### src/rtl/ilk_pkg.sv
package ilk_pkg;
    localparam int unsigned PROG_MAX = 16;
    localparam int unsigned IDX_W    = $clog2(PROG_MAX);
    localparam int unsigned LEN_W    = $clog2(PROG_MAX + 1);
    localparam int unsigned CNT_W    = 8;
    localparam int unsigned N_STAGES = 5;

    localparam int SI_IF  = 0;
    localparam int SI_ID  = 1;
    localparam int SI_EX  = 2;
    localparam int SI_MEM = 3;
    localparam int SI_WB  = 4;

    typedef struct packed {
        logic             valid;
        logic             mul;
        logic             dep;
        logic [IDX_W-1:0] idx;
    } slot_t;

    localparam slot_t BUBBLE = '0;

    function automatic slot_t make_slot(input logic [PROG_MAX-1:0] ops,
                                        input logic [PROG_MAX-1:0] deps,
                                        input logic [IDX_W-1:0]    i);
        slot_t s;
        s.valid = 1'b1;
        s.mul   = ops[i];
        s.dep   = deps[i];
        s.idx   = i;
        return s;
    endfunction
endpackage

### src/rtl/ilk_fetch.sv
module ilk_fetch
    import ilk_pkg::*;
(
    input  logic                clk,
    input  logic                rst,
    input  logic                load,
    input  logic [PROG_MAX-1:0] prog_op,
    input  logic [PROG_MAX-1:0] prog_dep,
    input  logic [LEN_W-1:0]    prog_len,
    input  logic                advance,
    output slot_t               head,
    output logic                avail,
    output logic [IDX_W-1:0]    last_idx
);
    logic [PROG_MAX-1:0] ops_q;
    logic [PROG_MAX-1:0] deps_q;
    logic [LEN_W-1:0]    len_q;
    logic [LEN_W-1:0]    pc;

    always_ff @(posedge clk) begin
        if (rst) begin
            ops_q  <= '0;
            deps_q <= '0;
            len_q  <= '0;
            pc     <= '0;
        end else if (load) begin
            ops_q  <= prog_op;
            deps_q <= prog_dep;
            len_q  <= prog_len;
            pc     <= LEN_W'(1);
        end else if (advance) begin
            pc <= pc + 1'b1;
        end
    end

    assign avail    = (pc < len_q);
    assign head     = make_slot(ops_q, deps_q, IDX_W'(pc));
    assign last_idx = IDX_W'(len_q - 1'b1);
endmodule

### src/rtl/ilk_hazard.sv
module ilk_hazard
    import ilk_pkg::*;
(
    input  slot_t st_id,
    input  slot_t st_ex,
    input  slot_t st_mem,
    input  logic  ex_second,
    input  logic  fwd,
    output logic  ex_hold,
    output logic  dep_stall,
    output logic  id_move
);
    // A MUL in its first execute cycle keeps the stage for one more cycle.
    assign ex_hold = st_ex.valid && st_ex.mul && !ex_second;

    // Without forwarding the producer (the next older instruction) must have
    // left execute and memory; being in write-back now is early enough.
    assign dep_stall = st_id.valid && st_id.dep && !fwd &&
                       (st_ex.valid || st_mem.valid);

    assign id_move = st_id.valid && !ex_hold && !dep_stall;
endmodule

### src/rtl/ilk_cycle_ctr.sv
module ilk_cycle_ctr #(
    parameter int unsigned W = 8
) (
    input  logic         clk,
    input  logic         rst,
    input  logic         load_one,
    input  logic         inc,
    output logic [W-1:0] count
);
    localparam logic [W-1:0] TOP = {W{1'b1}};

    always_ff @(posedge clk) begin
        if (rst) begin
            count <= '0;
        end else if (load_one) begin
            count <= W'(1);
        end else if (inc && count != TOP) begin
            count <= count + 1'b1;
        end
    end
endmodule

### src/rtl/ilk_interlock_ctrl.sv
module ilk_interlock_ctrl
    import ilk_pkg::*;
#(
    parameter int unsigned CNT_BITS = ilk_pkg::CNT_W
) (
    input  logic                      clk,
    input  logic                      rst,
    input  logic                      start,
    input  logic                      fwd_en,
    input  logic [PROG_MAX-1:0]       prog_op,
    input  logic [PROG_MAX-1:0]       prog_dep,
    input  logic [LEN_W-1:0]          prog_len,
    output logic                      busy,
    output logic                      done,
    output logic [CNT_BITS-1:0]       cycle_count,
    output logic                      retire,
    output logic [IDX_W-1:0]          retire_idx,
    output logic [N_STAGES-1:0]       stage_valid,
    output logic [N_STAGES*IDX_W-1:0] stage_idx
);
    slot_t stg [N_STAGES];
    logic  ex_second;
    logic  fwd_q;

    logic  len_ok, accept, finish;
    logic  ex_hold, dep_stall, id_move, id_load, if_load, fetch_adv;
    slot_t head;
    logic  avail;
    logic  [IDX_W-1:0] last_idx;

    assign len_ok = (prog_len != '0) && (prog_len <= LEN_W'(PROG_MAX));
    assign accept = !busy && start && len_ok;
    assign finish = busy && stg[SI_WB].valid && (stg[SI_WB].idx == last_idx);

    ilk_hazard u_haz (
        .st_id     (stg[SI_ID]),
        .st_ex     (stg[SI_EX]),
        .st_mem    (stg[SI_MEM]),
        .ex_second (ex_second),
        .fwd       (fwd_q),
        .ex_hold   (ex_hold),
        .dep_stall (dep_stall),
        .id_move   (id_move)
    );

    assign id_load   = !stg[SI_ID].valid || id_move;
    assign if_load   = id_load || !stg[SI_IF].valid;
    assign fetch_adv = busy && !finish && if_load && avail;

    ilk_fetch u_fetch (
        .clk      (clk),
        .rst      (rst),
        .load     (accept),
        .prog_op  (prog_op),
        .prog_dep (prog_dep),
        .prog_len (prog_len),
        .advance  (fetch_adv),
        .head     (head),
        .avail    (avail),
        .last_idx (last_idx)
    );

    ilk_cycle_ctr #(.W(CNT_BITS)) u_ctr (
        .clk      (clk),
        .rst      (rst),
        .load_one (accept),
        .inc      (busy && !finish),
        .count    (cycle_count)
    );

    always_ff @(posedge clk) begin
        if (rst) begin
            for (int s = 0; s < N_STAGES; s++) stg[s] <= BUBBLE;
            ex_second <= 1'b0;
            fwd_q     <= 1'b0;
            busy      <= 1'b0;
            done      <= 1'b0;
        end else if (!busy) begin
            if (accept) begin
                for (int s = 0; s < N_STAGES; s++) stg[s] <= BUBBLE;
                stg[SI_IF] <= make_slot(prog_op, prog_dep, '0);
                ex_second  <= 1'b0;
                fwd_q      <= fwd_en;
                busy       <= 1'b1;
                done       <= 1'b0;
            end
        end else if (finish) begin
            for (int s = 0; s < N_STAGES; s++) stg[s] <= BUBBLE;
            ex_second <= 1'b0;
            busy      <= 1'b0;
            done      <= 1'b1;
        end else begin
            stg[SI_WB] <= stg[SI_MEM];
            if (ex_hold) begin
                stg[SI_MEM] <= BUBBLE;
                ex_second   <= 1'b1;
            end else begin
                stg[SI_MEM] <= stg[SI_EX];
                stg[SI_EX]  <= id_move ? stg[SI_ID] : BUBBLE;
                ex_second   <= 1'b0;
            end
            if (id_load) stg[SI_ID] <= stg[SI_IF];
            if (if_load) stg[SI_IF] <= avail ? head : BUBBLE;
        end
    end

    generate
        for (genvar g = 0; g < N_STAGES; g++) begin : g_occ
            assign stage_valid[g]                 = stg[g].valid;
            assign stage_idx[g*IDX_W +: IDX_W]    = stg[g].idx;
        end
    endgenerate

    assign retire     = stg[SI_WB].valid;
    assign retire_idx = stg[SI_WB].idx;
endmodule

### config.mk
export PLATFORM = sky130hd
export DESIGN_NAME = ilk_interlock_ctrl
export DESIGN_NICKNAME = d
export VERILOG_FILES = /design/src/rtl/ilk_pkg.sv /design/src/rtl/ilk_fetch.sv /design/src/rtl/ilk_hazard.sv /design/src/rtl/ilk_cycle_ctr.sv /design/src/rtl/ilk_interlock_ctrl.sv
export SDC_FILE = /design/constraint.sdc
export NUM_CORES = 1
export LEC_CHECK = 0
export BUFFER_PORTS_ARGS = -buffer_cell sky130_fd_sc_hd__clkbuf_2
export CAP_MARGIN = 20
export CELL_PAD_IN_SITES_DETAIL_PLACEMENT = 0
export CELL_PAD_IN_SITES_GLOBAL_PLACEMENT = 2
export CORE_UTILIZATION = 31
export CTS_BUF_LIST = sky130_fd_sc_hd__clkbuf_8
export DETAILED_ROUTE_END_ITERATION = 8
export PLACE_DENSITY_LB_ADDON = 0.1
export SETUP_SLACK_MARGIN = 0.02
export SLEW_MARGIN = 20
export SYNTH_ARGS = -nofsm -noshare
export SYNTH_HDL_FRONTEND = slang
export SYNTH_SLANG_ARGS = --single-unit
### constraint.sdc
create_clock -name clk -period 2.1 [get_ports clk]
set_input_delay 0.42 -clock clk [delete_from_list [all_inputs] [get_ports clk]]
set_output_delay 0.42 -clock clk [all_outputs]
set_load 0.05 [all_outputs]
==> summary.md, run 1 <==
| Metric | Value |
|---|---|
| Number of sinks on the clock net | `84` |
| Crit Path Class | `reg2reg` |
| Standard cell with the maximum stage delay on the critical path | `sky130_fd_sc_hd__or4_1` |
| Worst-case clock buffer depth | `2` |
| Number of cell instances on the worst register-to-register path | `7` |
| Number of global-route vias before repair | `~3300` |
| Sequential share of power | `49.4%` |
| Class of the tightest hold or removal check | `in2reg` |
| Switching power of the nets | `0.9233 mW` |
| Number of cells traversed by the worst hold path | `3` |
| Final worst path period share | `95.81%` |
| Synth cell count leaders | `sky130_fd_sc_hd__nand2_1 (93), sky130_fd_sc_hd__dfxtp_1 (81), sky130_fd_sc_hd__a21oi_1 (65)` |
| Final sum of negative setup slack | `0 ns` |
| Register clock-pin slew on the reported worst setup and hold paths | `0.08 ns` |
| Critical path cell sequence | `buf_4, nor3_4, xor2_4, buf_6, o311ai_4, or4_1, a21oi_1` |
| Detailed placement HPWL | `7461 um` |
| Post-Synthesis Cells | `454` |
| P per Cell Area | `666.5 mW/mm2` |
| Number of warnings printed during yosys synthesis | `0` |
| Initial Utilization | `31.77%` |
| Share of total power in combinational logic | `16.1%` |
| TritonCTS clock tree | `done` |
| Global-route total usage across every layer | `between 15 and 20%` |
| Crit path largest cell delay | `between 0.4 and 0.5 ns` |
| Data arrival, critical path | `2.31 ns` |
| EDFF count, synth | `3` |
| Number of port buffers | `80` |
| RD Place Congestion | `0.7416` |
| Maximum ir drop on the vdd rail | `0.0002990 V` |
| Switching share of total power | `26.99%` |
| Remaining global-route overflow | `0` |
| Slew at the pin closest to its max-slew limit | `0.4134 ns` |
| Number of nets still failing antenna checks after routing | `0` |
| Number of diodes added for antenna fixing | `0` |
| Outcome | `complete, no violations` |
| Clock latency on the worst-skew pair | `0.37 ns` |
| Die height | `115.5 um` |
| Total CTS buffers | `9` |
| Post-Synthesis Mean Instance Area | `just under 9 um2` |
| Number of DRC violations after detailed routing | `0` |
| Fraction of registers with async set/reset | `0%` |
| Clock share of power | `between 30% and 40%` |
| Top-count cell post-synth | `sky130_fd_sc_hd__nand2_1` |
| Largest clock skew in the final design | `0.009806 ns` |
| Number of max-slew violations in the final report | `0` |
| Timing-limited maximum frequency | `497.0 MHz` |
| Via Count | `3492` |
| P_int | `between 2 and 2.5 mW` |
| DR iter-0 viols | `128` |
| Top-level port count | `81` |
| Nature of the critical path startpoint | `register` |
| Hold Worst Slack | `between 0.2 and 0.3 ns` |
| 1st-pass router iterations | `4` |
| Final cell area excluding filler cells | `around 0.0051 mm2` |
| Number of hold buffers added after CTS | `0` |
| Total setup violations reported at the end of the flow | `0` |
| Ratio of cells with drive above 1 in the final layout | `roughly a third` |
| Clock Tree Root | `sky130_fd_sc_hd__clkbuf_8` |
| Yosys top cell area share | `40.61%` |
| Final net count | `595` |
| Final-report hold violation count | `0` |
| Peak fanout along the critical path | `7` |
| Cell type with the highest aggregate area in the netlist | `sky130_fd_sc_hd__dfxtp_1` |
| Most used DFF post-synth | `sky130_fd_sc_hd__dfxtp_1` |
| Largest cells by area after synthesis | `sky130_fd_sc_hd__dfxtp_1 (41%), sky130_fd_sc_hd__nand2_1 (8.7%), sky130_fd_sc_hd__a21oi_1 (8.1%)` |
| Average wire length per cell after detail routing | `14.68 um` |
| Worst setup EP type | `register` |
| Wire length of the first global-routing pass | `16950 um` |
| Final worst path period need | `2.012 ns` |
| Post-Synthesis Net Count | `502` |
| Number of placement rows | `41` |
| Core Box Area | `0.01257 mm2` |
| Mapped cell area | `0.003993 mm2` |
| Growth of design area from synthesis to finish | `28.55%` |
| Sequential fraction of the synthesis area | `between 40 and 50%` |
| Max transition margin | `approximately 72%` |
| Detailed-route wire length | `10620 um` |
| Number of max-cap violations | `0` |
| Synth unique cells | `52` |
| Width of the die | `about 120 um` |
| Maximum level of the CTS H-tree | `3` |
| Worst Path Required | `~2.4 ns` |
| Average vias per placed instance | `4.830` |
| Area after detailed placement | `between 0.004 and 0.005 mm2` |
| Die ar. | `between 0.01 and 0.015 mm2` |
| Flops & latches, synth | `84` |
| Pleak | `2.043 nW` |
| Initial antenna violation count | `0` |
| Largest net degree at the start of global routing | `52` |
## cells in the final DEF, fill, tap and decap left out, types with 3 or more instances in the layout
| master | synthesis | routed |
|---|---|---|
| sky130_fd_sc_hd__clkbuf_2 | 0 | 80 |
| sky130_fd_sc_hd__a22o_1 | 14 | 14 |
| sky130_fd_sc_hd__o21ai_0 | 14 | 13 |
| sky130_fd_sc_hd__a21oi_1 | 65 | 65 |
| sky130_fd_sc_hd__ha_1 | 7 | 6 |
| sky130_fd_sc_hd__buf_12 | 0 | 3 |
| sky130_fd_sc_hd__nand4_1 | 8 | 8 |
| sky130_fd_sc_hd__nor3_1 | 3 | 3 |
| sky130_fd_sc_hd__nand2_1 | 93 | 93 |
| sky130_fd_sc_hd__edfxtp_1 | 3 | 3 |
| sky130_fd_sc_hd__mux4_2 | 8 | 8 |
| sky130_fd_sc_hd__buf_4 | 29 | 46 |
| sky130_fd_sc_hd__and4_1 | 3 | 3 |
| sky130_fd_sc_hd__o31ai_1 | 3 | 3 |
| sky130_fd_sc_hd__mux2i_1 | 10 | 9 |
| sky130_fd_sc_hd__dfxtp_2 | 0 | 4 |
| sky130_fd_sc_hd__or3_1 | 4 | 4 |
| sky130_fd_sc_hd__clkbuf_8 | 0 | 11 |
| sky130_fd_sc_hd__nor2_1 | 12 | 9 |
| sky130_fd_sc_hd__nor2_2 | 0 | 3 |
| sky130_fd_sc_hd__o311ai_4 | 1 | 3 |
| sky130_fd_sc_hd__inv_1 | 11 | 11 |
| sky130_fd_sc_hd__buf_6 | 0 | 4 |
| sky130_fd_sc_hd__nand3_1 | 18 | 18 |
| sky130_fd_sc_hd__dfxtp_1 | 81 | 77 |
## repair_timing
item	4_1_cts	5_1_grt
setup endpoints to repair	16	37
gates resized for setup	8	18
setup buffers	8	7
gates cloned	0	0
pin swaps	6	10
## power by group through the flow
stage	Combinational, mW	Clock, mW	Sequential (mW)
3_5_place_dp	0.474	0	1.73
2_1_floorplan	0.272	0	1.73
5_1_grt	0.604	1.29	1.70
6_report	0.551	1.18	1.69
4_1_cts	0.504	1.23	1.69
3_3_place_gp	0.473	0	1.73
## worst max-delay path, delay by kind of cell, from the launching register on
family	cells	cell delay, ns
compound gates	2	0.27
buf+inv	2	0.29
flops	1	0.33
simple gates	2	0.76
xor+xnor	1	0.30
## cells by family after synthesis
family                   after synthesis  synth area share, %
buffers and inverters                 62                8.775
AO/OA/AOI/OAI                        115                18.30
flip-flops                            84                42.87
adder cells (fa/ha/maj)                7                2.194
multiplexers                          19                7.302
XOR/XNOR                               9                2.539
AND/OR/NAND/NOR                      158                18.02
## sequential cells by signal (all words and copies together) (netlist names)
signal,cells
busy,1
stg,30
u_fetch.ops_q,16
u_ctr.count,8
done,1
u_fetch.deps_q,16
fwd_q,1
ex_second,1
u_fetch.pc,5
u_fetch.len_q,5
## routing by layer
metal	up-vias	track usage, %	share of wire, %
met1	1639	22.08	49
li1	1767	-	-
met5	-	0	0
met3	13	2.981	3.5
met4	0	7.273	1.6
met2	73	27.07	46
## worst paths after layout
| check | slack [ns] | end | startpoint |
|---|---|---|---|
| worst max-delay path | 0.09 | u_ctr.count[5] | u_fetch.len_q[1] |
| worst min-delay path | 0.26 | u_fetch.ops_q[6] | prog_op[6] |
| worst max register to register | 0.09 | u_ctr.count[5] | u_fetch.len_q[1] |
| worst min register to register | 0.46 | u_fetch.deps_q[1] | u_fetch.deps_q[1] |
## layout make-up
class | instances | area, um2
fill | 1292 | 7436
multi-input combinational | 308 | 2115
sequential | 84 | 1717
timing repair buffer | 133 | 850.8
tap | 172 | 215.2
clock buffer | 11 | 151.4
clock inverter | 4 | 42.54
inverter | 11 | 41.29
## through the flow
step / instances / setup slack, ns / total power [mW] / util [%]
final: 723 / 0.08807 / 3.421 / 40.84
after global routing: 723 / -0.01194 / 3.594 / 40.84
after CTS: 716 / 0.02005 / 3.423 / 39.61
after detailed placement: 694 / -0.09025 / 2.199 / 37.14
after global placement: 694 / -0.01915 / 2.198 / 37.14
after floorplan: 454 / -0.03516 / 2.007 / -
(Power assumes the default switching activity.)
==> run 2, diff against run 1 <==
--- a/config.mk
+++ b/config.mk
@@ -12,7 +12,7 @@
 export CORE_UTILIZATION = 31
 export CTS_BUF_LIST = sky130_fd_sc_hd__clkbuf_8
 export DETAILED_ROUTE_END_ITERATION = 8
-export PLACE_DENSITY_LB_ADDON = 0.1
+export PLACE_DENSITY = 0.78
 export SETUP_SLACK_MARGIN = 0.02
 export SLEW_MARGIN = 20
 export SYNTH_ARGS = -nofsm -noshare
==> run 2 against run 1 <==
Against the previous run:
- total power rose by 1.2%
- register-to-register slack got worse by 0.04 ns
- clock power grew 8%
- flip-flop and latch count unchanged
- maximum frequency decreased by 2.0%
- highest routed layer unchanged
- global-route usage shrank 0.95 points
- sequential share of layout area increased by 1.0 points
- final cell count down 1.8%
- wire length fell by 4.0%
==> summary.md, run 2 (synthesis gave the netlist of run 1 again) <==
| Metric | Value |
|---|---|
| Number of max-slew violations in the final report | `0 (unchanged)` |
| Share of total power in combinational logic | `14.3% (-1.8 points)` |
| Total setup violations reported at the end of the flow | `0 (unchanged)` |
| Timing-limited maximum frequency | `487.3 MHz (-2.0%)` |
| Total CTS buffers | `9 (unchanged)` |
| Detailed placement HPWL | `7470 um (+0.13%)` |
| Largest clock skew in the final design | `0.008185 ns (-0.001621 ns)` |
| Worst Path Required | `2.36 ns (-0.04 ns)` |
| RD Place Congestion | `0.7733 (+4.3%)` |
| FF-to-FF setup slack | `0.05 ns (-0.04 ns)` |
| Most frequent cells in the layout | `sky130_fd_sc_hd__nand2_1 (93), sky130_fd_sc_hd__clkbuf_2 (80), sky130_fd_sc_hd__dfxtp_1 (77)` |
| Number of port buffers | `80 (unchanged)` |
| Final cell count without fillers | `710 (-1.8%)` |
| DR iter-0 viols | `149 (+16%)` |
| FF-to-FF Start | `u_fetch.len_q[1]` |
| Core Box Area | `0.01257 mm2 (unchanged)` |
| Ratio of cells with drive above 1 in the final layout | `33.09% (-1.0 points)` |
| Fill cell total of the finished layout | `1279 (-1.0%)` |
| Clock latency on the worst-skew pair | `0.36 ns (about the same)` |
| Worst-case clock buffer depth | `2 (unchanged)` |
| Register clock-pin slew on the reported worst setup and hold paths | `0.08 ns (about the same)` |
| Number of placement rows | `41 (unchanged)` |
| Maximum ir drop on the vdd rail | `0.0003310 V (+11%)` |
| Growth of design area from synthesis to finish | `24.82%` |
| Crit path largest cell delay | `0.39 ns (-0.10 ns)` |
| Switching share of total power | `26.14% (-0.85 points)` |
| Via Count | `3455 (-1.1%)` |
| Outcome | `complete, no violations` |
| Number of flip-flops in the largest register | `30 (unchanged)` |
| Detailed-route wire length | `10190 um (-4.0%)` |
| Critical path cell sequence | `inv_2, ha_4, xor2_2, nand4_1, buf_6, o311ai_4, buf_4, o32ai_1, a22o_1` |
| Sequential cell area | `0.001717 mm2 (unchanged)` |
| 1st-pass router iterations | `4 (unchanged)` |
| Slew at the pin closest to its max-slew limit | `0.6330 ns (+0.2197 ns)` |
| TritonCTS clock tree | `done` |
| Standard cell with the maximum stage delay on the critical path | `sky130_fd_sc_hd__o311ai_4` |
| Crit Path Class | `reg2reg` |
| Sequential share of power | `48.8% (-0.6 points)` |
| Final-report hold violation count | `0 (unchanged)` |
| Capture point of the worst path | `stg[0][2]` |
| Number of max-cap violations | `0 (unchanged)` |
| Number of global-route vias before repair | `3245 (-1.1%)` |
| Register with the most flip-flops | `stg` |
| Final worst path period share | `97.72% (+1.9 points)` |
| Number of cell instances on the worst register-to-register path | `9 (+2)` |
| Data arrival, critical path | `2.31 ns (about the same)` |
| Total area of multi-input combinational cells | `0.002078 mm2 (-1.7%)` |
| Remaining global-route overflow | `0 (unchanged)` |
| Number of diodes added for antenna fixing | `0 (unchanged)` |
| Average vias per placed instance | `4.866 (+0.75%)` |
| Switching power of the nets | `0.9049 mW (-2.0%)` |
| Leading cell type in the layout, fill and taps excluded | `sky130_fd_sc_hd__nand2_1` |
| Final net count | `582 (-2.2%)` |
| Unrepaired setup endpoints after global routing | `yes` |
| Clock share of power | `36.8% (+2.3 points)` |
| Peak fanout along the critical path | `6 (-1)` |
| Width of the die | `115.5 um (unchanged)` |
| Wire length of the first global-routing pass | `16340 um (-3.6%)` |
| Number of sinks on the clock net | `84 (unchanged)` |
| Worst setup EP type | `register` |
| Initial Utilization | `31.77% (unchanged)` |
| Number of DRC violations after detailed routing | `0 (unchanged)` |
| Max transition margin | `57.42% (-15 points)` |
| Final worst path period need | `2.052 ns (+0.04018 ns)` |
| Largest net degree at the start of global routing | `34 (-35%)` |
| Number of cells after detailed placement | `690 (-0.58%)` |
| Initial antenna violation count | `0 (unchanged)` |
| P per Cell Area | `694.6 mW/mm2 (+4.2%)` |
| Nature of the critical path startpoint | `register` |
| Clock Tree Root | `sky130_fd_sc_hd__clkbuf_8` |
| Top-level port count | `81 (unchanged)` |
| Maximum level of the CTS H-tree | `3 (unchanged)` |
| P_int | `2.557 mW (+2.4%)` |
| Die ar. | `0.01334 mm2 (unchanged)` |
| Top flop regs | `stg x30, u_fetch.deps_q x16, u_fetch.ops_q x16` |
| Global-route total usage across every layer | `15.85% (-0.95 points)` |
| Average wire length per cell after detail routing | `14.35 um (-2.2%)` |
| Total power of the final layout | `3.462 mW (+1.2%)` |
| Capturing point of the worst reg2reg path | `stg[0][2]` |
| Pleak | `1.966 nW (-3.8%)` |
| Class of the tightest hold or removal check | `in2reg` |
| Critical Path Source | `u_fetch.len_q[1]` |
| Number of nets still failing antenna checks after routing | `0 (unchanged)` |
| Die height | `115.5 um (unchanged)` |
-- run 2: cell types whose count changed in the layout (fill, tap and decap cells not counted), moves of 2 or more --
cell	previous run	this run
sky130_fd_sc_hd__a211oi_2	0	2
sky130_fd_sc_hd__buf_12	3	1
sky130_fd_sc_hd__buf_4	46	38
sky130_fd_sc_hd__buf_6	4	1
sky130_fd_sc_hd__inv_1	11	9
-- run 2: how the worst min path moves through the flow --
| stage | start | end | cells past startpoint |
|---|---|---|---|
| global route | prog_op[11] | u_fetch.ops_q[11] | 3 |
| finish | prog_dep[6] | u_fetch.deps_q[6] | 3 |
| global placement | u_fetch.deps_q[12] | u_fetch.deps_q[12] | 2 |
| floorplan | u_fetch.deps_q[10] | u_fetch.deps_q[10] | 2 |
| CTS | prog_dep[13] | u_fetch.deps_q[13] | 3 |
| detailed placement | u_fetch.deps_q[5] | u_fetch.deps_q[5] | 2 |
-- run 2: power by group through the flow --
stage	Sequential, mW	Clock, mW	Combinational [mW]
3_3_place_gp	1.73	0	0.449
4_1_cts	1.69	1.31	0.472
2_1_floorplan	1.73	0	0.272
6_report	1.69	1.28	0.495
5_1_grt	1.70	1.38	0.545
3_5_place_dp	1.73	0	0.453
-- run 2: stage by stage --
stage | hold WS [ns] | util (%) | cell area (um2) | setup slack (ns) | setup TNS [ns]
floorplan | 0.4331 | - | 4021 | -0.03516 | -0.1503
global placement | 0.4401 | 36.70 | 4613 | 0.009942 | 0
detailed placement | 0.4469 | 36.70 | 4613 | -0.06876 | -0.2555
CTS | 0.2497 | 38.87 | 4885 | 0.01861 | 0
global route | 0.2658 | 39.65 | 4984 | -0.04071 | -0.1774
finish | 0.2724 | 39.65 | 4984 | 0.04789 | 0
-- run 2: critical path, delay by kind of cell (launching register included) --
| family | cells | cell delay [ns] |
|---|---|---|
| AO/OA/AOI/OAI | 3 | 0.64 |
| flip-flops | 1 | 0.34 |
| adder cells (fa/ha/maj) | 1 | 0.27 |
| buffers and inverters | 3 | 0.40 |
| XOR/XNOR | 1 | 0.17 |
| AND/OR/NAND/NOR | 1 | 0.13 |
-- run 2: per-layer routing --
layer | wire length (um) | track usage, % | vias to the layer above
met5 | 0 | 0 | -
met4 | 125 | 4.589 | 0
met3 | 390 | 3.556 | 10
met2 | 4595 | 25.27 | 82
met1 | 5081 | 21.44 | 1627
li1 | - | - | 1736
-- run 2: timing repair --
action / 4_1_cts / 5_1_grt
setup buffers: 3 / 3
gates resized for setup: 4 / 16
endpoints found under the setup margin: 5 / 29
hold buffers: 0 / 0
pin swaps: 3 / 5
-- run 2: cell type report --
cell class | instances | share of cell area (%)
Multi-Input combinational cell | 308 | 41.70
Sequential cell | 84 | 34.45
Timing Repair Buffer | 120 | 14.39
Tap cell | 172 | 4.318
Clock buffer | 10 | 2.762
Clock inverter | 5 | 1.557
Inverter | 11 | 0.8285
==> run 3, diff against run 2 <==
--- a/config.mk
+++ b/config.mk
@@ -5,14 +5,14 @@
 export SDC_FILE = /design/constraint.sdc
 export NUM_CORES = 1
 export LEC_CHECK = 0
-export BUFFER_PORTS_ARGS = -buffer_cell sky130_fd_sc_hd__clkbuf_2
 export CAP_MARGIN = 20
 export CELL_PAD_IN_SITES_DETAIL_PLACEMENT = 0
 export CELL_PAD_IN_SITES_GLOBAL_PLACEMENT = 2
-export CORE_UTILIZATION = 31
+export CORE_UTILIZATION = 35
 export CTS_BUF_LIST = sky130_fd_sc_hd__clkbuf_8
 export DETAILED_ROUTE_END_ITERATION = 8
-export PLACE_DENSITY = 0.78
+export DONT_BUFFER_PORTS = 1
+export PLACE_DENSITY = 0.76
 export SETUP_SLACK_MARGIN = 0.02
 export SLEW_MARGIN = 20
 export SYNTH_ARGS = -nofsm -noshare
==> run 3 against run 2 <==
Against the previous run:
- wire length is 0.39% higher
- non-clock buffer count is 67 lower
- utilization is 2.2 points higher
- total power is 7.1% lower
- register-to-register slack better by 0.02 ns
- final area is 7.9% lower
- maximum frequency is 0.90% higher
- largest cell class unchanged
==> summary.md, run 3 (synthesis gave the netlist of run 1 again) <==
| Metric | Value |
|---|---|
| Outcome | `complete, no violations` |
| Worst-case clock buffer depth | `2 (unchanged)` |
| Total CTS buffers | `9 (unchanged)` |
| Unrepaired setup endpoints after global routing | `yes` |
| Clock Tree Root | `sky130_fd_sc_hd__clkbuf_8` |
| Switching share of total power | `28.29% (+2.2 points)` |
| P per Cell Area | `700.2 mW/mm2 (+0.81%)` |
| RD Place Congestion | `0.7437 (-3.8%)` |
| Global-route total usage across every layer | `18.26% (+2.4 points)` |
| Largest clock skew in the final design | `0.008782 ns (+0.0005973 ns)` |
| Via Count | `3207 (-7.2%)` |
| Average vias per placed instance | `5.240 (+7.7%)` |
| Register clock-pin slew on the reported worst setup and hold paths | `0.09 ns (about the same)` |
| Crit path largest cell delay | `0.41 ns (+0.02 ns)` |
| Start point of the worst hold path | `rst` |
| Number of cell instances on the worst register-to-register path | `8 (-1)` |
| Number of DRC violations after detailed routing | `0 (unchanged)` |
| Most frequent cells in the layout | `sky130_fd_sc_hd__nand2_1 (93), sky130_fd_sc_hd__dfxtp_1 (78), sky130_fd_sc_hd__a21oi_1 (65)` |
| Largest net degree at the start of global routing | `53 (+56%)` |
| Sequential cell area | `0.001715 mm2 (about the same)` |
| Final worst path period share | `96.85% (-0.87 points)` |
| Critical path cell sequence | `inv_1, ha_4, xor2_4, xnor2_4, buf_4, o311ai_4, nor2_2, inv_2` |
| Maximum ir drop on the vdd rail | `0.0003668 V (+11%)` |
| Max transition margin | `58.80% (+1.4 points)` |
| Clock latency on the worst-skew pair | `0.37 ns (about the same)` |
| Initial Utilization | `36.35% (+4.6 points)` |
| Hold Worst Slack | `0.1127 ns (-0.1597 ns)` |
| Register with the most flip-flops | `stg` |
| Number of cells traversed by the worst hold path | `1 (-2)` |
| Number of global-route vias before repair | `3196 (-1.5%)` |
| Number of diodes added for antenna fixing | `0 (unchanged)` |
| Data arrival, critical path | `2.12 ns (-0.19 ns)` |
| Maximum level of the CTS H-tree | `3 (unchanged)` |
| Number of max-cap violations | `0 (unchanged)` |
| Width of the die | `108.8 um (-5.8%)` |
| Class of the tightest hold or removal check | `in2reg` |
| Nature of the critical path startpoint | `register` |
| FF-to-FF setup slack | `0.07 ns (+0.02 ns)` |
| FF-to-FF Start | `u_fetch.len_q[1]` |
| Ratio of cells with drive above 1 in the final layout | `22.88% (-10 points)` |
| Final net count | `515 (-12%)` |
| Pleak | `1.657 nW (-16%)` |
| Die ar. | `0.01184 mm2 (-11%)` |
| Post-place setup slack | `-0.02432 ns (+0.04444 ns)` |
| Slew at the pin closest to its max-slew limit | `0.6171 ns (-0.01594 ns)` |
| Total power of the final layout | `3.215 mW (-7.1%)` |
| DR iter-0 viols | `123 (-17%)` |
| Final sum of negative setup slack | `0 ns (unchanged)` |
| Worst Path Required | `2.19 ns (-0.17 ns)` |
| Share of total power in combinational logic | `14.3% (about the same)` |
| Number of flip-flops in the largest register | `30 (unchanged)` |
| Leading cell type in the layout, fill and taps excluded | `sky130_fd_sc_hd__nand2_1` |
| Top flop regs | `stg x30, u_fetch.deps_q x16, u_fetch.ops_q x16` |
| Final worst path period need | `2.034 ns (-0.01821 ns)` |
| Growth of design area from synthesis to finish | `15.01%` |
| Wire length of the first global-routing pass | `16350 um (about the same)` |
| Sink of the worst hold path | `busy` |
| Detailed placement HPWL | `7214 um (-3.4%)` |
| Remaining global-route overflow | `0 (unchanged)` |
| Standard cell with the maximum stage delay on the critical path | `sky130_fd_sc_hd__o311ai_4` |
| Worst setup EP type | `register` |
| Total setup violations reported at the end of the flow | `0 (unchanged)` |
| Final cell count without fillers | `612 (-14%)` |
| Sequential share of power | `52.4% (+3.6 points)` |
| Capturing point of the worst reg2reg path | `stg[0][6]` |
| TritonCTS clock tree | `done` |
| 1st-pass router iterations | `5 (+1)` |
| Crit Path Class | `reg2reg` |
| Switching power of the nets | `0.9098 mW (+0.53%)` |
| Initial antenna violation count | `0 (unchanged)` |
| Timing-limited maximum frequency | `491.7 MHz (+0.90%)` |
| Die height | `108.8 um (-5.8%)` |
| Fill cell total of the finished layout | `1131 (-12%)` |
| Number of cells after detailed placement | `591 (-14%)` |
| Core Box Area | `0.01098 mm2 (-13%)` |
| Number of max-slew violations in the final report | `0 (unchanged)` |
| Peak fanout along the critical path | `6 (unchanged)` |
| Final-report hold violation count | `0 (unchanged)` |
| Total area of multi-input combinational cells | `0.002078 mm2 (unchanged)` |
| Number of hold buffers added after CTS | `0 (unchanged)` |
| Number of placement rows | `38 (-7.3%)` |
| Top-level port count | `81 (unchanged)` |
| Worst setup margin | `0.06609 ns (+0.01821 ns)` |
| Number of port buffers | `0 (-100%)` |
| Number of nets still failing antenna checks after routing | `0 (unchanged)` |
| Average wire length per cell after detail routing | `16.72 um (+16%)` |
| Number of sinks on the clock net | `84 (unchanged)` |
| Detailed-route wire length | `10230 um (+0.39%)` |
| Clock share of power | `33.3% (-3.5 points)` |
| P_int | `2.306 mW (-9.8%)` |
-- run 3: changes by cell type in the layout (fill, tap and decap cells not counted), moves of 2 or more --
cell                         previous run  this run
sky130_fd_sc_hd__clkbuf_2              80         0
sky130_fd_sc_hd__inv_2                  3         1
sky130_fd_sc_hd__xor2_2                 3         1
sky130_fd_sc_hd__clkinv_2               1         3
sky130_fd_sc_hd__clkinvlp_4             0         2
sky130_fd_sc_hd__bufinv_16              2         0
sky130_fd_sc_hd__buf_4                 38        51
-- run 3: how the worst max path moves through the flow --
stage,from,to,slack (ns),cells past startpoint
2_1_floorplan,u_fetch.len_q[0],stg[0][4],-0.04,7
5_1_grt,u_fetch.len_q[1],stg[0][6],-0.02,8
4_1_cts,u_fetch.len_q[1],stg[0][2],0.03,8
6_report,u_fetch.len_q[1],stg[0][6],0.07,8
3_3_place_gp,u_fetch.len_q[0],stg[0][1],0.07,8
3_5_place_dp,u_fetch.len_q[1],u_ctr.count[5],-0.02,7
-- run 3: layout make-up --
| class | instances | share of cell area, % |
|---|---|---|
| repair buffers | 53 | 8.828 |
| well taps | 140 | 3.815 |
| flip-flops and latches | 84 | 37.36 |
| clock buffers | 10 | 2.997 |
| multi-input cells | 308 | 45.26 |
| inverters | 11 | 0.8992 |
| clock inverters | 6 | 0.8447 |
-- run 3: per-stage QoR --
stage                     utilization (%)  instance area [um2]
after floorplan                         -                 4021
after global placement              38.77                 4258
after detailed placement            38.77                 4258
after CTS                           40.70                 4471
after global routing                41.81                 4592
final                               41.81                 4592
-- run 3: critical path: cells and delay by family, from the launching register on --
kind	cells	cell delay, ns
fa+ha+maj	1	0.17
compound gates	1	0.41
flops	1	0.33
buf+inv	3	0.37
xor+xnor	2	0.36
simple gates	1	0.11
-- run 3: layer usage --
layer / vias to the layer above / global-route usage [%] / part of all wire, % / wire (um)
met1: 1502 / 23.12 / 46 / 4722
met3: 10 / 5.678 / 6.5 / 661
met5: - / 0 / 0 / 0
met4: 0 / 5.309 / 1.1 / 112
met2: 85 / 29.75 / 46 / 4736
li1: 1610 / - / - / -
-- run 3: repair_timing --
item / 4_1_cts / 5_1_grt
pin swaps: 1 / 7
gates resized for setup: 4 / 15
endpoints found under the setup margin: 10 / 34
setup buffers: 2 / 2
cloned: 0 / 1
-- run 3: power by group through the flow --
stage | registers (mW) | clock network [mW] | logic [mW]
floorplan | 1.73 | 0 | 0.272
global placement | 1.72 | 0 | 0.400
detailed placement | 1.72 | 0 | 0.407
CTS | 1.68 | 1.11 | 0.421
global route | 1.69 | 1.18 | 0.503
finish | 1.68 | 1.07 | 0.460
